File: src/rtl/ckg_pkg.sv
// Package: shared output map, state encoding and output kinds for the
// clock output gating controller. Assumes a fixed bank layout; the counts
// below set every index used by the RTL.
package ckg_pkg;
    localparam int N_CPU  = 2;
    localparam int N_SRC  = 6;
    localparam int N_PCI  = 6;
    localparam int N_PCIF = 2;
    localparam int N_REF  = 2;

    localparam int IX_SHR  = N_CPU;
    localparam int IX_SRC  = IX_SHR + 1;
    localparam int IX_SATA = IX_SRC + N_SRC;
    localparam int IX_PCI  = IX_SATA + 1;
    localparam int IX_PCIF = IX_PCI + N_PCI;
    localparam int IX_USB  = IX_PCIF + N_PCIF;
    localparam int IX_DOT  = IX_USB + 1;
    localparam int IX_REF  = IX_DOT + 1;
    localparam int N_OUT   = IX_REF + N_REF;

    typedef enum logic [1:0] {
        OS_RUN  = 2'd0,
        OS_LOW  = 2'd1,
        OS_HIGH = 2'd2,
        OS_HIZ  = 2'd3
    } out_state_e;

    typedef enum logic [2:0] {
        KC_CPU, KC_SHARED, KC_SRC, KC_PCI, KC_PCIF, KC_USB, KC_DOT, KC_REF
    } out_kind_e;

    // Map an output index to its kind.
    function automatic out_kind_e kind_of(int idx);
        if (idx < IX_SHR)       return KC_CPU;
        else if (idx == IX_SHR) return KC_SHARED;
        else if (idx < IX_PCI)  return KC_SRC;
        else if (idx < IX_PCIF) return KC_PCI;
        else if (idx < IX_USB)  return KC_PCIF;
        else if (idx == IX_USB) return KC_USB;
        else if (idx == IX_DOT) return KC_DOT;
        else                    return KC_REF;
    endfunction

    // True for current-mode differential pairs.
    function automatic bit is_diff(out_kind_e k);
        return (k == KC_CPU) || (k == KC_SHARED) || (k == KC_SRC) || (k == KC_DOT);
    endfunction
endpackage

File: src/rtl/ckg_strap_latch.sv
// Strap capture and pin role switch. Before arming, a low pin level
// captures the straps and arms; afterwards the pin is a power-down request.
// Test mode is sticky until reset. Assumes the pin is already synchronized.
module ckg_strap_latch (
    input  logic       clk,
    input  logic       rst_n,
    input  logic       pin_i,
    input  logic [2:0] fs_i,
    input  logic       test_i,
    input  logic       itp_i,
    input  logic       reg_test_i,
    output logic       armed_o,
    output logic [2:0] fs_o,
    output logic       itp_o,
    output logic       test_o,
    output logic       pd_req_o
);
    logic       armed_q;
    logic [2:0] fs_q;
    logic       itp_q;
    logic       tstrap_q;
    logic       treg_q;

    // Capture straps on the first low pin level while unarmed.
    always_ff @(posedge clk) begin
        if (!rst_n) begin
            armed_q  <= 1'b0;
            fs_q     <= '0;
            itp_q    <= 1'b0;
            tstrap_q <= 1'b0;
        end else if (!armed_q && !pin_i) begin
            armed_q  <= 1'b1;
            fs_q     <= fs_i;
            itp_q    <= itp_i;
            tstrap_q <= test_i;
        end
    end

    // Software test entry, cleared only by reset.
    always_ff @(posedge clk) begin
        if (!rst_n)          treg_q <= 1'b0;
        else if (reg_test_i) treg_q <= 1'b1;
    end

    assign armed_o  = armed_q;
    assign fs_o     = fs_q;
    assign itp_o    = itp_q;
    assign test_o   = tstrap_q | treg_q;
    assign pd_req_o = armed_q & pin_i;


    strap_hold_chk: assert property (@(posedge clk) disable iff (!rst_n)
        $past(rst_n) && $past(armed_q) |-> $stable(fs_q) && $stable(itp_q) && armed_q);

    test_sticky_chk: assert property (@(posedge clk) disable iff (!rst_n)
        $past(rst_n) && $past(test_o) |-> test_o);
endmodule

File: src/rtl/ckg_restart_timer.sv
// Power-down hold and restart sequencer. Holds the bank off while power-down
// is requested and for STAB_CYC cycles after release, then issues a one-cycle
// kick used to drive floated pairs high before they run.
module ckg_restart_timer #(
    parameter int STAB_CYC = 25776
) (
    input  logic clk,
    input  logic rst_n,
    input  logic pd_req_i,
    output logic hold_o,
    output logic kick_o
);
    localparam int CW = $clog2(STAB_CYC + 1);

    logic          hold_q;
    logic          kick_q;
    logic [CW-1:0] cnt_q;

    // Hold, count the stabilization window, then pulse kick.
    always_ff @(posedge clk) begin
        if (!rst_n) begin
            hold_q <= 1'b0;
            kick_q <= 1'b0;
            cnt_q  <= '0;
        end else begin
            kick_q <= 1'b0;
            if (pd_req_i) begin
                hold_q <= 1'b1;
                cnt_q  <= '0;
            end else if (hold_q) begin
                if (cnt_q == CW'(STAB_CYC - 1)) begin
                    hold_q <= 1'b0;
                    kick_q <= 1'b1;
                    cnt_q  <= '0;
                end else begin
                    cnt_q <= cnt_q + 1'b1;
                end
            end
        end
    end

    assign hold_o = hold_q;
    assign kick_o = kick_q;


    cnt_range_chk: assert property (@(posedge clk) disable iff (!rst_n)
        cnt_q < CW'(STAB_CYC));

    kick_order_chk: assert property (@(posedge clk) disable iff (!rst_n)
        $past(rst_n) && kick_q |-> $past(hold_q) && !hold_q);

    hold_entry_chk: assert property (@(posedge clk) disable iff (!rst_n)
        pd_req_i |=> hold_q);
endmodule

File: src/rtl/ckg_out_policy.sv
// Per-output target state. Pure combinational priority: test, enable,
// unarmed, power-down hold, restart kick, PCI stop, run. One slice per
// output, specialised by the output's kind.
module ckg_out_policy
    import ckg_pkg::*;
(
    input  logic             test_i,
    input  logic             armed_i,
    input  logic             hold_i,
    input  logic             kick_i,
    input  logic             itp_i,
    input  logic             pci_run_i,
    input  logic             stop_tri_i,
    input  logic [N_OUT-1:0] en_i,
    input  logic [N_OUT-1:0] free_i,
    input  logic [N_OUT-1:0] pd_tri_i,
    output out_state_e       tgt_o [N_OUT]
);
    for (genvar i = 0; i < N_OUT; i++) begin : g_slice
        localparam out_kind_e K   = kind_of(i);
        localparam bit        DIF = is_diff(K);
        localparam bit        SE  = (K == KC_PCI) || (K == KC_PCIF);

        logic stoppable;

        // Whether PCI stop applies to this output.
        always_comb begin
            case (K)
                KC_PCI:           stoppable = 1'b1;
                KC_PCIF, KC_SRC:  stoppable = !free_i[i];
                KC_SHARED:        stoppable = !itp_i && !free_i[i];
                default:          stoppable = 1'b0;
            endcase
        end

        // Priority selection of the wanted state.
        always_comb begin
            if (test_i || !en_i[i])            tgt_o[i] = OS_HIZ;
            else if (!armed_i)                 tgt_o[i] = OS_LOW;
            else if (hold_i)                   tgt_o[i] = (DIF && pd_tri_i[i]) ? OS_HIZ : OS_LOW;
            else if (kick_i && DIF && pd_tri_i[i]) tgt_o[i] = OS_HIGH;
            else if (!pci_run_i && stoppable)  tgt_o[i] = (!SE && stop_tri_i) ? OS_HIZ : OS_LOW;
            else                               tgt_o[i] = OS_RUN;
        end
    end
endmodule

File: src/rtl/ckg_out_gate.sv
// Glitch-free state register for one output. Moves into or out of RUN only
// while the output clock is in its low phase; moves between static states
// at once.
module ckg_out_gate
    import ckg_pkg::*;
(
    input  logic       clk,
    input  logic       rst_n,
    input  out_state_e tgt_i,
    input  logic       ph_hi_i,
    output out_state_e st_o
);
    out_state_e st_q;

    // Follow the target, deferring run edges to the low phase.
    always_ff @(posedge clk) begin
        if (!rst_n)
            st_q <= OS_LOW;
        else if (!(ph_hi_i && (st_q == OS_RUN || tgt_i == OS_RUN)))
            st_q <= tgt_i;
    end

    assign st_o = st_q;


    low_phase_chk: assert property (@(posedge clk) disable iff (!rst_n)
        $past(rst_n) && (st_q != $past(st_q)) && (st_q == OS_RUN || $past(st_q) == OS_RUN)
        |-> !$past(ph_hi_i));
endmodule

File: src/rtl/clkout_pwr_ctl.sv
// Top of the clock output gating and power-down controller. Ties the strap
// latch, restart timer, per-output policy and per-output gates, and derives
// the oscillator shutdown flag. Assumes all inputs are synchronous to clk.
module clkout_pwr_ctl
    import ckg_pkg::*;
#(
    parameter int STAB_CYC = 25776
) (
    input  logic               clk,
    input  logic               rst_n,
    input  logic               pgpd_pin,
    input  logic [2:0]         fsel_i,
    input  logic               tsel_i,
    input  logic               itp_sel_i,
    input  logic               cfg_test_force,
    input  logic               cfg_pci_run,
    input  logic               cfg_stop_tri,
    input  logic [N_OUT-1:0]   cfg_en,
    input  logic [N_OUT-1:0]   cfg_free,
    input  logic [N_OUT-1:0]   cfg_pd_tri,
    input  logic [N_OUT-1:0]   ph_hi,
    output logic [2*N_OUT-1:0] out_st,
    output logic [2:0]         fsel_o,
    output logic               itp_mode_o,
    output logic               vco_off_o
);
    logic       armed, itp, test_mode, pd_req, hold, kick;
    logic       any_run;
    logic       vco_q;
    out_state_e tgt [N_OUT];
    out_state_e st  [N_OUT];

    ckg_strap_latch u_strap (
        .clk(clk), .rst_n(rst_n), .pin_i(pgpd_pin), .fs_i(fsel_i),
        .test_i(tsel_i), .itp_i(itp_sel_i), .reg_test_i(cfg_test_force),
        .armed_o(armed), .fs_o(fsel_o), .itp_o(itp), .test_o(test_mode),
        .pd_req_o(pd_req)
    );

    ckg_restart_timer #(.STAB_CYC(STAB_CYC)) u_timer (
        .clk(clk), .rst_n(rst_n), .pd_req_i(pd_req),
        .hold_o(hold), .kick_o(kick)
    );

    ckg_out_policy u_policy (
        .test_i(test_mode), .armed_i(armed), .hold_i(hold), .kick_i(kick),
        .itp_i(itp), .pci_run_i(cfg_pci_run), .stop_tri_i(cfg_stop_tri),
        .en_i(cfg_en), .free_i(cfg_free), .pd_tri_i(cfg_pd_tri), .tgt_o(tgt)
    );

    for (genvar i = 0; i < N_OUT; i++) begin : g_out
        ckg_out_gate u_gate (
            .clk(clk), .rst_n(rst_n), .tgt_i(tgt[i]), .ph_hi_i(ph_hi[i]),
            .st_o(st[i])
        );
        assign out_st[2*i +: 2] = st[i];
    end

    // Any output still passing its clock.
    always_comb begin
        any_run = 1'b0;
        for (int i = 0; i < N_OUT; i++) begin
            if (st[i] == OS_RUN) any_run = 1'b1;
        end
    end

    // Oscillator may stop once power-down holds and every output is quiet.
    always_ff @(posedge clk) begin
        if (!rst_n) vco_q <= 1'b0;
        else        vco_q <= hold && pd_req && !any_run;
    end

    assign itp_mode_o = itp;
    assign vco_off_o  = vco_q;


    vco_quiet_chk: assert property (@(posedge clk) disable iff (!rst_n)
        vco_q |-> !any_run && hold);

    unarmed_low_chk: assert property (@(posedge clk) disable iff (!rst_n)
        $past(rst_n) && !armed && !test_mode |-> !any_run);
endmodule

File: config.mk
export PLATFORM = sky130hd
export DESIGN_NAME = clkout_pwr_ctl
export DESIGN_NICKNAME = d
export VERILOG_FILES = /design/src/rtl/ckg_pkg.sv /design/src/rtl/ckg_strap_latch.sv /design/src/rtl/ckg_restart_timer.sv /design/src/rtl/ckg_out_policy.sv /design/src/rtl/ckg_out_gate.sv /design/src/rtl/clkout_pwr_ctl.sv
export SDC_FILE = /design/constraint.sdc
export NUM_CORES = 1
export LEC_CHECK = 0
export BUFFER_PORTS_ARGS = -buffer_cell sky130_fd_sc_hd__buf_4
export CAP_MARGIN = 40
export CORE_ASPECT_RATIO = 0.9
export CORE_MARGIN = 10
export CORE_UTILIZATION = 45
export DETAILED_ROUTE_END_ITERATION = 8
export PLACE_DENSITY = 0.72
export SLEW_MARGIN = 10
export SYNTH_ARGS = -nofsm -noshare
export SYNTH_HDL_FRONTEND = slang
export SYNTH_HIERARCHICAL = 1
export SYNTH_SLANG_ARGS = --single-unit
File: constraint.sdc
create_clock -name clk -period 2.5 [get_ports clk]
set_input_delay 0.125 -clock clk [delete_from_list [all_inputs] [get_ports clk]]
set_output_delay 0.125 -clock clk [all_outputs]
set_load 0.005 [all_outputs]
* After elaboration in Yosys (flattened, before gate mapping)
Cells that the tools add are included.
W data, S select, Z words.
** Word-level totals
- Register bits after elaboration :: 69
- Output and inout port bits :: 49
- Input port bits :: 99
- Bits in read-only memories :: 0
- Memories :: 0
- Bits in latches :: 0
- Memory bits (writable) :: 0
** Operators by class
- Mux-type cells :: 113
- Multipliers :: 0
- Reduce and logical (&&, ||, !) cells :: 174
- Eq/ne operators :: 1
- Divide/modulo/power cells :: 0
- $add $sub $neg :: 1
- $lt $le $gt $ge :: 0
- Bitwise gates (word level) :: 4
- Shifts and indexed selects :: 0
** Operators by type and width (count)
- $mux W2 :: 82
- $logic_not A2 Y1 :: 44
- $logic_and A1 B1 Y1 :: 47
- $logic_or A1 B1 Y1 :: 44
- $logic_not A1 Y1 :: 37
- $mux W1 :: 30
- $add A15 B1 Y15 const B :: 1
- $eq A15 B15 Y1 const B :: 1
- $mux W15 :: 1
- $reduce_or A3 Y1 :: 1
- $not A1 Y1 :: 2
- $reduce_or A2 Y1 :: 1
- $and A1 B1 Y1 :: 1
- $or A1 B1 Y1 :: 1

* Longest topological paths before layout
Gate-level depths: netlist of the first run.
- Depth in word-level cells :: 25
- Depth in mapped cells :: 6
- Gate-level depth less buffers :: 5

* Cells and area by module
Netlist of the first run, hierarchy kept.
** Modules (own cells, without submodules)
- ckg_out_gate :: area an instance 97.6 µm², sequential area each 40.0 µm², cells an instance 12, instances 22
- ckg_restart_timer :: area an instance 793.3 µm², sequential area each 340.3 µm², cells an instance 88, instances 1
- ckg_out_policy :: area an instance 528.0 µm², sequential area each 0.0 µm², cells an instance 86, instances 1
- ckg_strap_latch :: area an instance 286.5 µm², sequential area each 140.1 µm², cells an instance 29, instances 1
- clkout_pwr_ctl :: area an instance 131.4 µm², sequential area each 20.0 µm², cells an instance 19, instances 1

* Worst setup path after synthesis of the first run
Ideal clock, no wire load.
- Path kind :: flip-flop to flip-flop
- Start :: register u_timer.cnt_q[0]
- End :: register u_timer.cnt_q[0]
- Path buffers :: 1
- Setup time :: 115 ps
- Stages on the path, launching flop included :: 7
- Arrival :: 1797 ps
- Data required time :: 2385 ps
- Path slack :: 588 ps
- Cells stage by stage :: dfxtp_1 > ha_1 > or4bb_1 > or4_4 > o21bai_4 > buf_6 > nor2_1
** Between the ends
- Longest elaborated chain between the ends :: 2
- Elaborated cells between the ends (all ways) :: 3
** Ends and longest elaborated chain
- start, declared :: RTL line ckg_restart_timer.sv:17 : logic [CW-1:0] cnt_q;
- start signal, assigned :: RTL line ckg_restart_timer.sv:36 : cnt_q <= cnt_q + 1'b1;
- $add A15 B1 Y15 or $eq A15 B15 Y1 (tied branches) :: RTL line ckg_restart_timer.sv:36, ckg_restart_timer.sv:31
- $mux W15 * :: RTL line ckg_restart_timer.sv:31 : if (cnt_q == CW'(STAB_CYC - 1)) begin
Every way passes the cells marked *; elsewhere a longest branch is shown, timed or not.
A chain may end at the register's enable or synchronous reset.

* Final worst setup path of the first run
- Start :: register u_timer.cnt_q[0]
- End :: register u_timer.cnt_q[12]
The elaborated chain is that of the path after synthesis.

==> flow_metrics.tcl, run 1 <==
set metrics [dict create \
    synth-edff-count 0 \
    clock_latency_ns 0.33 \
    r2r_slack_ns 0.38 \
    power_density_nw_per_um2 482.3 \
    pin_count 148 \
    synthDistinctLibCells 46 \
    crit_chain "ha_1 -> or4bb_1 -> or4_4 -> o21bai_4 -> nor2_1" \
    drc 0 \
    maxSlewViolCount 0 \
    fin_area_sq_um 5336 \
    worstSetupEndpoint "u_timer/cnt_q[12]" \
    dieArea_sq_um 12760 \
    status "finished, final reports clean" \
    end_kind "flip-flop" \
    rr_startpoint "u_timer/cnt_q[0]" \
    crit_slowest_cell "or4bb_1" \
    cp_data_arrival_time_ns 2.34 \
    drive_gt1_share_pct 24.26 \
    start_util_pct 45.78 \
    port_buffers 124 \
    seq_area_frac_synth_pct 35.54 \
    core_sq_um 8488 \
    grt_pass1_wl_microns 19230 \
    worstMarginPinSlew_ns 0.5444 \
    htreeDepth 3 \
    ant_nets 0 \
    max-vdd-ir-drop_uv 381.0 \
    finalCritPeriodShare_pct 84.65 \
    async_flop_share_pct 0 \
    crit_start "u_timer/cnt_q[0]" \
    power_w 0.002574 \
    p_leak_nw 2.472 \
    synthesis.area_sq_um 3886 \
    synth_top_area_share_pct 35.54 \
    die_y_microns 108.2 \
    place.gp.congestion 0.8452 \
    clockBufferDepth 2 \
    slowest_delay_ns 0.48 \
    synth-main-ff-cell "dfxtp_1" \
    yosysWarnings 6 \
    finalSetupTns_ns 0 \
    ys_ff_latch 69 \
    grt_overflow 0 \
    diodes 0 \
    placed_area_sq_um 4928 \
    synthTopCellsByArea "dfxtp_1, o2111ai_1, nand2b_1" \
    syn-instance-count 486 \
    worstSetupStartpointType "flip-flop" \
    place_worst_setup_slack_ns 0.3929 \
    hpwl_microns 9186 \
    firstDrtPassIters 5 \
    hold_viol 0 \
    relSlewSlack_pct 63.66 \
    rsz0062_at_grt "no" \
    final_cell_mix "buf_4, dfxtp_1, nor2_1" \
    drv_cap 0 \
    cp_max_fo 11 \
    hold_ws_ns 0.02307 \
    clock_tree.root_cell "clkbuf_8" \
    n_fill_cell 779 \
    r2r_cells 5 \
    avgSynthCellArea_sq_um 7.996 \
    setup_slack_ns 0.3837 \
    drt_iter0_drc 372 \
    dieWidth_microns 118.0 \
    num_vias 4207 \
    vias_per_cell 5.550 \
    cts_buffers 9 \
    numClockSinks 69 \
    criticalPathCategory "flip-flop to flip-flop" \
    setup_viol_count_final 0 \
    wl_per_cell_microns 16.13 \
    synth_nets 586 \
    finalClockSkew_ns 0.008343 \
    grt_max_degree 37 \
    fin_nets 734 \
    worstHoldPathCells 2 \
    row_count 32 \
    yosys.area.top_type "dfxtp_1" \
    period_needed_ns 2.116 \
    max_freq_ghz 0.4725 \
    wl_microns 12220 \
    grtUsageTotal_pct 18.05 \
    cts_tree "yes" \
    syn_to_final_growth_pct 37.31 \
    mostFrequentLayoutCell "buf_4" \
    grt_pass1_vias 3951 \
    grt_antenna_before_repair 0 \
    hold_class "input pin to flip-flop" \
    crit_required_ns 2.72 \
    reg2reg_to "u_timer/cnt_q[12]" \
    clk_pin_slew_worst_paths_ns 0.08 \
]
report_power, final:
group | internal, W | switching, W | total [W]
clock | 0.000418 | 0.000427 | 0.000846
sequential | 0.00115 | 0.0000693 | 0.00122
combinational | 0.000271 | 0.000238 | 0.000509
total | 0.00184 | 0.000735 | 0.00257
metal layers:
metal | vias to the layer above | wire length (microns) | GRT usage (%)
met5 | - | 0 | 0
met4 | 0 | 195 | 5.115
met3 | 19 | 759 | 4.690
met2 | 139 | 6019 | 30.82
met1 | 1975 | 5248 | 22.18
li1 | 2074 | - | -
worst max-delay path: cells and delay by family, from the launching register on:
kind	cells	cell delay, ns
AO/OA/AOI/OAI	1	0.28
adder cells (fa/ha/maj)	1	0.24
flip-flops	1	0.44
AND/OR/NAND/NOR	3	1.04
layout make-up:
| type | instances | area [sq um] | share of cell area [%] |
|---|---|---|---|
| clock buffer | 12 | 155.1 | 2.907 |
| clock inverter | 4 | 32.53 | 0.6096 |
| inverter | 48 | 180.2 | 3.376 |
| multi-input combinational | 356 | 2245 | 42.06 |
| sequential | 69 | 1381 | 25.89 |
| tap | 119 | 148.9 | 2.790 |
| timing repair buffer | 150 | 1194 | 22.37 |
synth_stat cells (8+ instances only):
library cell,count
inv_1,47
o211ai_1,9
o2111ai_1,24
xnor2_1,10
a221oi_1,22
nand2_1,44
nor2_1,48
nand2b_1,31
nand4_1,13
nand3b_1,22
a221o_1,8
dfxtp_1,69
o22ai_1,10
nand3_1,22
o21ai_0,22
nor2b_1,23
per-stage QoR:
stage / util (%) / std cells
2_1_floorplan: - / 486
3_3_place_gp: 58.06 / 720
3_5_place_dp: 58.06 / 720
4_1_cts: 62.75 / 757
5_1_grt: 62.87 / 758
6_report: 62.87 / 758
worst min-delay path by stage:
| stage | from | end | slack, ns |
|---|---|---|---|
| finish | ph_hi[4] | g_out[4].u_gate/st_o[1] | 0.02 |
| global route | ph_hi[4] | g_out[4].u_gate/st_o[1] | 0.02 |
| CTS | ph_hi[21] | g_out[21].u_gate/st_o[1] | 0.000006 |
| detailed placement | cfg_test_force | u_strap/treg_q | 0.33 |
| global placement | cfg_test_force | u_strap/treg_q | 0.32 |
| floorplan | rst_n | g_out[0].u_gate/st_o[0] | 0.21 |
registers in the layout, summed over array words and instances, names as in the netlist:
register and count:
g_out.u_gate/st_o 44, u_timer/cnt_q 15, u_strap/fs_o 3, u_strap/armed_o 1, u_strap/itp_o 1, u_strap/treg_q 1
u_strap/tstrap_q 1, u_timer/hold_o 1, u_timer/kick_o 1, vco_off_o 1
kinds of logic (layout without fill, tap and decap cells):
family / count (synthesis) / after routing / share of synthesized area (%)
AOI/OAI and AO/OA: 117 / 117 / 23.34
and+or+nand+nor: 225 / 225 / 31.17
adders and majority gates: 1 / 1 / 0.3219
buffers and inverters: 61 / 214 / 6.696
DFF: 69 / 69 / 35.54
xor gates and xnor gates: 13 / 13 / 2.930
timing repair:
action,CTS,global route
endpoints found under the hold margin,21,1
hold buffers,21,1
buffers inserted,0,0
resized for setup,0,0
(Power assumes the default switching activity.)
==> run 2, diff against run 1 <==
==> constraint.sdc (replaced) <==
create_clock -name clk -period 2 [get_ports clk]
set_input_delay 0.1 -clock clk [delete_from_list [all_inputs] [get_ports clk]]
set_output_delay 0.1 -clock clk [all_outputs]
set_load 0.005 [all_outputs]
==> run 2 against run 1 <==
  * Die area stayed put
  * Sequential share of layout area down 0.24 points
  * Clock-buffer cell count did not move
  * Sequential power up 25%
  * Maximum frequency grew 11%
  * Largest cell class unchanged
  * Routed wire length is 3.6% higher
==> flow_metrics.tcl, run 2 (synthesis gave the netlist of run 1 again) <==
set metrics [dict create \
    clock_tree.root_cell "clkbuf_8" \
    hold_ws_ns 0.01007 \
    cp_data_arrival_time_ns 2.14 \
    hold_viol 0 \
    p_sw_share_pct 28.14 \
    status "finished, final reports clean" \
    wl_met1_microns 5461 \
    worstMarginPinSlew_ns 0.3815 \
    max-vdd-ir-drop_uv 299.8 \
    setup_viol_count_final 0 \
    cts_tree "yes" \
    vias_per_cell 5.555 \
    cpLargestDelayFamily "simple AND/OR/NAND/NOR gates" \
    syn_to_final_growth_pct 38.83 \
    grt_max_degree 36 \
    slowest_delay_ns 0.56 \
    htreeDepth 3 \
    num_vias 4244 \
    start_util_pct 45.78 \
    pin_count 148 \
    crit_start "u_timer/cnt_q[10]" \
    ant_nets 0 \
    cts_setup_buffers 0 \
    clk_pin_slew_worst_paths_ns 0.07 \
    p_seq_share_pct 47.7 \
    crit_slowest_cell "or4_4" \
    wl_per_cell_microns 16.57 \
    grt_overflow 0 \
    cts_buffers 9 \
    maxSlewViolCount 0 \
    end_kind "flip-flop" \
    clockBufferDepth 2 \
    firstDrtPassIters 5 \
    routed.top_layer "met4" \
    drt_iter0_drc 290 \
    period_needed_ns 1.914 \
    numClockSinks 69 \
    dieWidth_microns 118.0 \
    grt_pass1_vias 4126 \
    rr_startpoint "u_timer/cnt_q[10]" \
    diodes 0 \
    grt_antenna_before_repair 0 \
    max_freq_ghz 0.5223 \
    finalClockSkew_ns 0.007577 \
    dp_cells 725 \
    cp_max_fo 6 \
    fin_nets 742 \
    drc 0 \
    rsz0062_at_grt "no" \
    grt_pass1_wl_microns 20210 \
    drive_gt1_share_pct 25.27 \
    die_y_microns 108.2 \
    finalNonFillerCells 764 \
    port_buffers 124 \
    power_density_nw_per_um2 589.7 \
    worst-path-buf-inv 0 \
    place.gp.congestion 0.8277 \
    worstSetupStartpointType "flip-flop" \
    hold_class "input pin to flip-flop" \
    mostFrequentLayoutCell "buf_4" \
    wl_met2_microns 6212 \
    p_leak_nw 2.503 \
    clockPowerShare_pct 31.6 \
    power.switching_w 0.0008952 \
    hp-start "itp_sel_i" \
    finalCritPeriodShare_pct 95.72 \
    hpwl_microns 9339 \
    core_sq_um 8488 \
    row_count 32 \
    dieArea_sq_um 12760 \
    met3_wirelength_microns 791 \
    crit_chain "or4bb_1 -> or4_4 -> o21bai_4 -> nor2_1" \
    intPower_w 0.002286 \
    relSlewSlack_pct 73.91 \
    clock_latency_ns 0.34 \
    grtUsageTotal_pct 18.81 \
    criticalPathCategory "flip-flop to flip-flop" \
    power_w 0.003182 \
    crit_required_ns 2.22 \
    wl_microns 12660 \
    final_cell_mix "buf_4, dfxtp_1, nor2_1, inv_1, nand2_1" \
    final_core_util_pct 63.56 \
    comb_power_share_pct 20.6 \
    largest_reg_flops 44 \
    drv_cap 0 \
]
==> run 2: cell type report <==
class	instances	area, sq um
clock buffers	12	155.1
clock inverters	2	10.01
fillers	767	3093
inverters	48	180.2
multi-input cells	357	2278
flip-flops and latches	69	1384
well taps	119	148.9
repair buffers	157	1239
==> run 2: path summary, 6_finish.rpt <==
path                                         end  slack, ns  cells after the start
worst min-delay path               u_strap/itp_o       0.01                      3
worst max-delay path            u_timer/cnt_q[0]       0.09                      4
worst min register to register    u_strap/treg_q       0.47                      1
worst max register to register  u_timer/cnt_q[0]       0.09                      4
==> run 2: per-stage QoR <==
stage,setup TNS [ns],setup slack (ns),area [sq um]
final,0,0.08555,5395
after global routing,0,0.04453,5395
after CTS,0,0.0008034,5370
after detailed placement,-0.04055,-0.009298,4954
after global placement,0,0.04597,4954
after floorplan,0,0.08847,3886
==> run 2: worst min-delay path, delay by kind of cell <==
family | cells | cell delay [ns]
buffers and inverters | 1 | 0.08
AO/OA/AOI/OAI | 1 | 0.09
AND/OR/NAND/NOR | 1 | 0.05
==> run 2: what timing repair did <==
action,in CTS,in global routing
pin swaps,0,4
setup endpoints to repair,11,6
resized for setup,0,6
hold endpoints to repair,24,0
gates cloned,1,0
hold buffers,24,0
==> run 2: layer usage <==
metal / vias to the layer above / GRT usage (%)
li1: 2079 / -
met3: 18 / 4.742
met2: 158 / 32.91
met1: 1989 / 22.54
met4: 0 / 5.467
met5: - / 0
==> run 2: power groups by stage <==
| stage | logic, W | registers (W) | clock network [W] |
|---|---|---|---|
| 2_1_floorplan | 0.000285 | 0.00154 | 0 |
| 3_3_place_gp | 0.000591 | 0.00154 | 0 |
| 3_5_place_dp | 0.000610 | 0.00155 | 0 |
| 4_1_cts | 0.000654 | 0.00152 | 0.00103 |
| 5_1_grt | 0.000721 | 0.00153 | 0.00108 |
| 6_report | 0.000657 | 0.00152 | 0.00101 |
